==> src/rtl/wb_pkg.sv <==
package wb_pkg;
  typedef enum logic [1:0] {
    PH_IDLE   = 2'd0,
    PH_HOLD   = 2'd1,
    PH_SETTLE = 2'd2,
    PH_SHED   = 2'd3
  } wb_phase_t;
endpackage

==> src/rtl/wb_sync.sv <==
module wb_sync #(
  parameter int STAGES = 2
) (
  input  logic              clk,
  input  logic              rst,
  input  logic              d,
  output logic [STAGES-1:0] taps
);
  always_ff @(posedge clk) begin
    if (rst) taps <= '0;
    else     taps <= {taps[STAGES-2:0], d};
  end
endmodule

==> src/rtl/wb_latch_ctl.sv <==
module wb_latch_ctl
  import wb_pkg::*;
#(
  parameter int ADDR_W = 4,
  parameter int DATA_W = 8
) (
  input  logic              clk,
  input  logic              rst,
  input  logic              early,
  input  logic              synced,
  input  logic [ADDR_W-1:0] bus_addr,
  input  logic [DATA_W-1:0] bus_data,
  output logic              commit_en,
  output logic [ADDR_W-1:0] hold_addr,
  output logic [DATA_W-1:0] hold_data,
  output logic              busy,
  output logic              overrun
);
  wb_phase_t phase, phase_nx;
  logic      capture;

  always_comb begin
    phase_nx = phase;
    unique case (phase)
      PH_IDLE:   if (synced)  phase_nx = PH_HOLD;
      PH_HOLD:   if (!synced) phase_nx = PH_SETTLE;
      PH_SETTLE: phase_nx = synced ? PH_SHED : PH_IDLE;
      PH_SHED:   if (!synced) phase_nx = PH_IDLE;
      default:   phase_nx = PH_IDLE;
    endcase
  end

  // latch follows the bus only while an accepted strobe is seen on both stages
  assign capture   = early && synced && (phase == PH_IDLE || phase == PH_HOLD);
  assign commit_en = (phase == PH_SETTLE);

  always_ff @(posedge clk) begin
    if (rst) begin
      phase     <= PH_IDLE;
      hold_addr <= '0;
      hold_data <= '0;
      busy      <= 1'b0;
      overrun   <= 1'b0;
    end else begin
      phase <= phase_nx;
      if (capture) begin
        hold_addr <= bus_addr;
        hold_data <= bus_data;
      end
      busy <= early || (phase_nx != PH_IDLE);
      if (phase == PH_SETTLE && synced) overrun <= 1'b1;
    end
  end
endmodule

==> src/rtl/wb_regbank.sv <==
module wb_regbank #(
  parameter int ADDR_W   = 4,
  parameter int DATA_W   = 8,
  parameter int NUM_REGS = 12
) (
  input  logic              clk,
  input  logic              rst,
  input  logic              we,
  input  logic [ADDR_W-1:0] waddr,
  input  logic [DATA_W-1:0] wdata,
  input  logic [ADDR_W-1:0] raddr,
  output logic [DATA_W-1:0] rdata,
  output logic              toggle
);
  localparam logic [ADDR_W:0] LIMIT = (ADDR_W+1)'(NUM_REGS);

  logic [DATA_W-1:0] bank [NUM_REGS];
  logic              hit, rd_ok;

  assign hit   = we && ({1'b0, waddr} < LIMIT);
  assign rd_ok = ({1'b0, raddr} < LIMIT);

  always_ff @(posedge clk) begin
    if (rst) begin
      for (int i = 0; i < NUM_REGS; i++) bank[i] <= '0;
      rdata  <= '0;
      toggle <= 1'b0;
    end else begin
      if (hit) begin
        bank[waddr] <= wdata;
        toggle      <= ~toggle;
      end
      // write-through so a same-edge commit is visible at once
      if (!rd_ok)                  rdata <= '0;
      else if (hit && raddr == waddr) rdata <= wdata;
      else                         rdata <= bank[raddr];
    end
  end
endmodule

==> src/rtl/latched_wr_bridge.sv <==
module latched_wr_bridge #(
  parameter int ADDR_W      = 4,
  parameter int DATA_W      = 8,
  parameter int NUM_REGS    = 12,
  parameter int SYNC_STAGES = 2
) (
  input  logic              clk,
  input  logic              rst,
  input  logic              cpu_cs_n,
  input  logic              cpu_wr_n,
  input  logic [ADDR_W-1:0] cpu_addr,
  input  logic [DATA_W-1:0] cpu_wdata,
  output logic [DATA_W-1:0] cpu_rdata,
  output logic              busy,
  output logic              toggle,
  output logic              overrun
);
  localparam int LAST_TAP = SYNC_STAGES - 1;

  logic [SYNC_STAGES-1:0] taps;
  logic                   strobe_raw, commit_en;
  logic [ADDR_W-1:0]      hold_addr;
  logic [DATA_W-1:0]      hold_data;

  assign strobe_raw = !cpu_cs_n && !cpu_wr_n;

  wb_sync #(.STAGES(SYNC_STAGES)) sync_i (
    .clk(clk), .rst(rst), .d(strobe_raw), .taps(taps)
  );

  wb_latch_ctl #(.ADDR_W(ADDR_W), .DATA_W(DATA_W)) ctl_i (
    .clk(clk), .rst(rst),
    .early(taps[0]), .synced(taps[LAST_TAP]),
    .bus_addr(cpu_addr), .bus_data(cpu_wdata),
    .commit_en(commit_en), .hold_addr(hold_addr), .hold_data(hold_data),
    .busy(busy), .overrun(overrun)
  );

  wb_regbank #(.ADDR_W(ADDR_W), .DATA_W(DATA_W), .NUM_REGS(NUM_REGS)) bank_i (
    .clk(clk), .rst(rst),
    .we(commit_en), .waddr(hold_addr), .wdata(hold_data),
    .raddr(cpu_addr), .rdata(cpu_rdata), .toggle(toggle)
  );
endmodule

==> config.mk <==
export PLATFORM = sky130hd
export DESIGN_NAME = latched_wr_bridge
export DESIGN_NICKNAME = d
export VERILOG_FILES = /design/src/rtl/wb_pkg.sv /design/src/rtl/wb_sync.sv /design/src/rtl/wb_latch_ctl.sv /design/src/rtl/wb_regbank.sv /design/src/rtl/latched_wr_bridge.sv
export SDC_FILE = /design/constraint.sdc
export NUM_CORES = 1
export LEC_CHECK = 0
export BUFFER_PORTS_ARGS = -buffer_cell sky130_fd_sc_hd__buf_2
export CORE_MARGIN = 2
export CORE_UTILIZATION = 40
export CTS_BUF_LIST = sky130_fd_sc_hd__clkbuf_16
export CTS_CLUSTER_SIZE = 20
export DETAILED_ROUTE_END_ITERATION = 8
export PLACE_DENSITY = 0.65
export SLEW_MARGIN = 20
export SYNTH_ARGS = -nofsm -noshare
export SYNTH_HDL_FRONTEND = slang
export SYNTH_SLANG_ARGS = --single-unit
==> constraint.sdc <==
create_clock -name clk -period 4.6 [get_ports clk]
set_input_delay 1.15 -clock clk [delete_from_list [all_inputs] [get_ports clk]]
set_output_delay 1.15 -clock clk [all_outputs]
set_load 0.01 [all_outputs]
## After elaboration in Yosys (flattened, before gate mapping)

Memories as Yosys holds them, arrays and structs flattened. A register that Yosys moved wholly into a read port is not among the register bits.
Index checks and enable logic that the tools add are counted.

- Memory bits (writable): 96
- Input bits: 16
- Logic and storage cells: 41
- Register bits: 19
- Memories: 1
- Output and inout bits: 11

- Reduce and logical (&&, ||, !) cells: 13
- Equality and inequality tests: 3
- Bitwise operators: 2
- Magnitude comparators: 2
- Muxes and demuxes: 13

Memory list:

| memory | depth | width | rd ports | clocked after Yosys merged registers in | write ports | line | text |
|---|---|---|---|---|---|---|---|
| bank_i.bank | 12 | 8 | 1 | 1 | 12 | wb_regbank.sv:17 | `logic [DATA_W-1:0] bank [NUM_REGS];` |

Operator list:

| kind | number |
|---|---|
| 4-bit less-than comparator, second input constant | 2 |
| 2-bit two-way mux | 4 |
| 8-bit two-way mux | 1 |
| 2-bit one-hot mux with 4 select lines | 1 |
| 8-bit OR reduction | 1 |
| 1-bit two-way mux | 6 |
| 1-bit logical AND | 5 |
| 2-bit == test, second input constant | 2 |
| 4-bit two-way mux | 1 |
| 2-bit by 1-bit == test with 1-bit output, second input constant | 1 |
| 1-bit zero test | 2 |
| 2-bit zero test | 1 |
| 1-bit logical OR | 2 |
| 1-bit inverter | 2 |
| 2-bit nonzero test | 1 |
| 2-bit OR reduction | 1 |

## Logic depth before layout (Yosys ltp)

- Depth in word-level cells: 7
- Mapped depth: 6
- Depth with buffers taken out: 4

## By module

Synthesis repeated with hierarchy kept, for this count alone.

- Cell total of the unflattened synthesis: 471
- Area total of the unflattened synthesis: 6641.4 um2

Modules (own cells, without submodules):

| module | area an instance (um2) | times used | sequential area each (um2) | cells each |
|---|---|---|---|---|
| wb_regbank | 5886.9 | 1 | 3903.7 | 397 |
| wb_latch_ctl | 698.2 | 1 | 320.3 | 69 |
| wb_sync | 52.6 | 1 | 40.0 | 4 |
| latched_wr_bridge | 3.8 | 1 | 0.0 | 1 |

## Worst setup path before layout

Ideal clock, no wire load.

- Kind: input -> register
- Start: input port rst
- End: memory bank_i.bank[11][0] (enable)
- Arrival time: 2199 ps
- Setup time: 384 ps
- Cell stages on the path: 3
- Path buffers: 0
- Required time: 4216 ps
- Path slack: 2017 ps
- Cells stage by stage: inv_1 nand4_2 o21ai_0

RTL lines:

| item | line | text |
|---|---|---|
| start, declared | latched_wr_bridge.sv:8 | `input logic rst,` |
| end, declared | wb_regbank.sv:17 |  |

==> flow_summary.toml <==
[run_status]
status = "completed"

[layout]
drive_above_1_share_pct = 20.6
fin_cells = 651
final_cell_mix = "104 x edfxtp_1, 97 x and2_1, 33 x nand2_1, 27 x dfxtp_1, 26 x buf_2"
fin_nets = 470
antennaDiodeCount = 0
syn_to_final_growth_pct = 12.2
layout_commonest_cell = "edfxtp_1"

[clocking]
clk_pin_slew_worst_paths_ns = 0.05
cts_buffers = 17
postCtsSetupRepairBufs = 0
cts_resized = 0
clock_latency_ns = 0.41
cts_tree = "built"
cts_buffer_depth = 2
cts_hold_buf = 0
cts_root_buf = "clkbuf_16"
h-tree-depth = 4
cts.sinks = 131

[placed_design]
dpl.hpwl_um = 8670
place_congestion = 0.762
dp_cells = 619
numPortBuffers = 26

[sta]
worst_pin_slew_ns = 0.907
finalCritPeriodShare_pct = 60.5
tns_ns = 0
hold_violations = 0
fmax_mhz = 359
slew-limit-headroom_pct = 39.5
grt_setup_unrepaired = "no"
drv_slew = 0
period_needed_ns = 2.78
finalSetupViolCount = 0
clock_skew_ns = 0.00755

[grt]
grt_max_degree = 34
grt_pass1_wl_um = 20700
grt_pass1_vias = 3506
grt-ovfl-total = 0
grt_use_total_pct = 17.4
antenna_found_initial = 0

[die]
initial_core_util_pct = 41.3
ios = 27
dieWidth_um = 127
die_area_mm2 = 0.0161
core_mm2 = 0.0146
rows = 44
die_h_um = 127

[synthesis]
synth-edff-count = 104
ys_seq_area_share_pct = 60.6
avgSynthCellArea_um2 = 14.2
synthFlopType = "edfxtp_1"
ys_async_sr_fraction_pct = 0
synth_cells = 426
synth_warnings = 0
synth_area_mm2 = 0.00605
ys_ff_latch = 131
yosysUniqueCellTypes = 41

[power_and_ir_drop]
p_per_area_mw_per_mm2 = 401
ir_drop_uv = 247
p_leak_nw = 2.48

[setup_path]
worstPathCellList = "buf_2 -> inv_1 -> nand4_2 -> nor3_2 -> or2_2"
path_class = "primary input to flip-flop"
path_max_fanout = 33
startpoint = "rst"
crit_buf_inv = 2
cpLargestDelayFamily = "simple AND/OR/NAND/NOR gates"
ff2ff_setup_slack_ns = 2.19
worstSetupStartpointType = "primary input"
cp.arrival_ns = 2.87
cp_slowest_cell = "nor3_2"
crit_required_ns = 4.69
crit_path_end_kind = "flip-flop"
critical_path.max_stage_delay_ns = 0.56
r2r-start = "ctl_i.hold_addr[1]"

[worst_hold_path]
min_from = "sync_i.taps[0]"
hold_path.class = "flip-flop to flip-flop"

[detailed_routing]
drt_iter0_drc = 238
drt_wl_total_um = 13100
vias_per_cell = 5.29
detail-route-antenna-nets = 0
avgRoutedWirePerCell_um = 20.2
vias = 3444
drt_first_pass_iters = 4
route.detailed.drc = 0

[flow_run]
cap_violations = 0
cell type report:
cell class / count / area (µm²)
clock inverter: 15 / 128
tap: 184 / 230
clock buffer: 17 / 425
multi-input combinational: 274 / 2190
sequential: 131 / 3660
inverter: 3 / 11.3
fill: 1312 / 7860
timing repair buffer: 27 / 138
sequential cells by signal (all words and copies together), names as in the netlist, 2 cells and up:
signal / count
bank_i.bank: 104
ctl_i.hold_data: 8
ctl_i.phase: 2
bank_i.rdata: 8
ctl_i.hold_addr: 4
sync_i.taps: 2
logic make-up after synthesis:
family / after synthesis / share of synthesized area [%]
AOI/OAI and AO/OA: 40 / 4.06
muxes: 27 / 10.7
other: 1 / 0.0620
DFF: 131 / 60.6
and+or+nand+nor: 194 / 20.2
buffers and inverters: 28 / 3.62
xor gates and xnor gates: 5 / 0.724
worst register-to-register path: stages, from the launching register on:
cell and delay [ns]:
dfxtp_1 0.68, inv_1 0.30, or2_1 0.33, nor3_2 0.43, or2_2 0.36
worst paths after layout:
check                           depth (start not counted)                 end
worst max-delay path                                    5   bank_i.bank[7][4]
worst min-delay path                                    1      sync_i.taps[1]
worst max register to register                          4  bank_i.bank[10][3]
worst min register to register                          1      sync_i.taps[1]
through the flow:
step	util, %	power (W)	instance area [µm²]	hold slack (ns)	setup WS, ns
final	46.3	0.00272	6790	0.484	1.82
after global routing	46.3	0.00281	6790	0.516	1.65
after CTS	46.3	0.00274	6790	0.486	1.76
after detailed placement	42.6	0.00148	6230	0.474	1.33
after global placement	42.6	0.00148	6230	0.469	1.42
after floorplan	-	0.00144	6070	0.461	2.02
synth_stat cells (8+ instances only):
master,number,share of area [%]
a21oi_1,21,1.7
and2_1,97,10
clkbuf_1,13,0.81
dfxtp_1,27,8.9
edfxtp_1,104,52
mux4_1,14,6.1
mux4_2,12,4.5
nand2_1,33,2.0
nand3_1,8,0.66
nor2_1,8,0.50
nor2b_1,8,0.83
or2_2,14,1.4
where the power goes:
group / internal [W] / switching [W] / leakage [nW]
combinational: 0.0000555 / 0.0000751 / 0.906
sequential: 0.00131 / 0.0000145 / 1.29
clock: 0.000781 / 0.000484 / 0.281
layer usage:
metal | wire, µm | GRT usage (%)
met5 | 0 | 0
met4 | 283 | 6.85
met2 | 6480 | 28.7
met3 | 413 | 3.63
met1 | 5940 | 22.5
(Power assumes the default switching activity.)
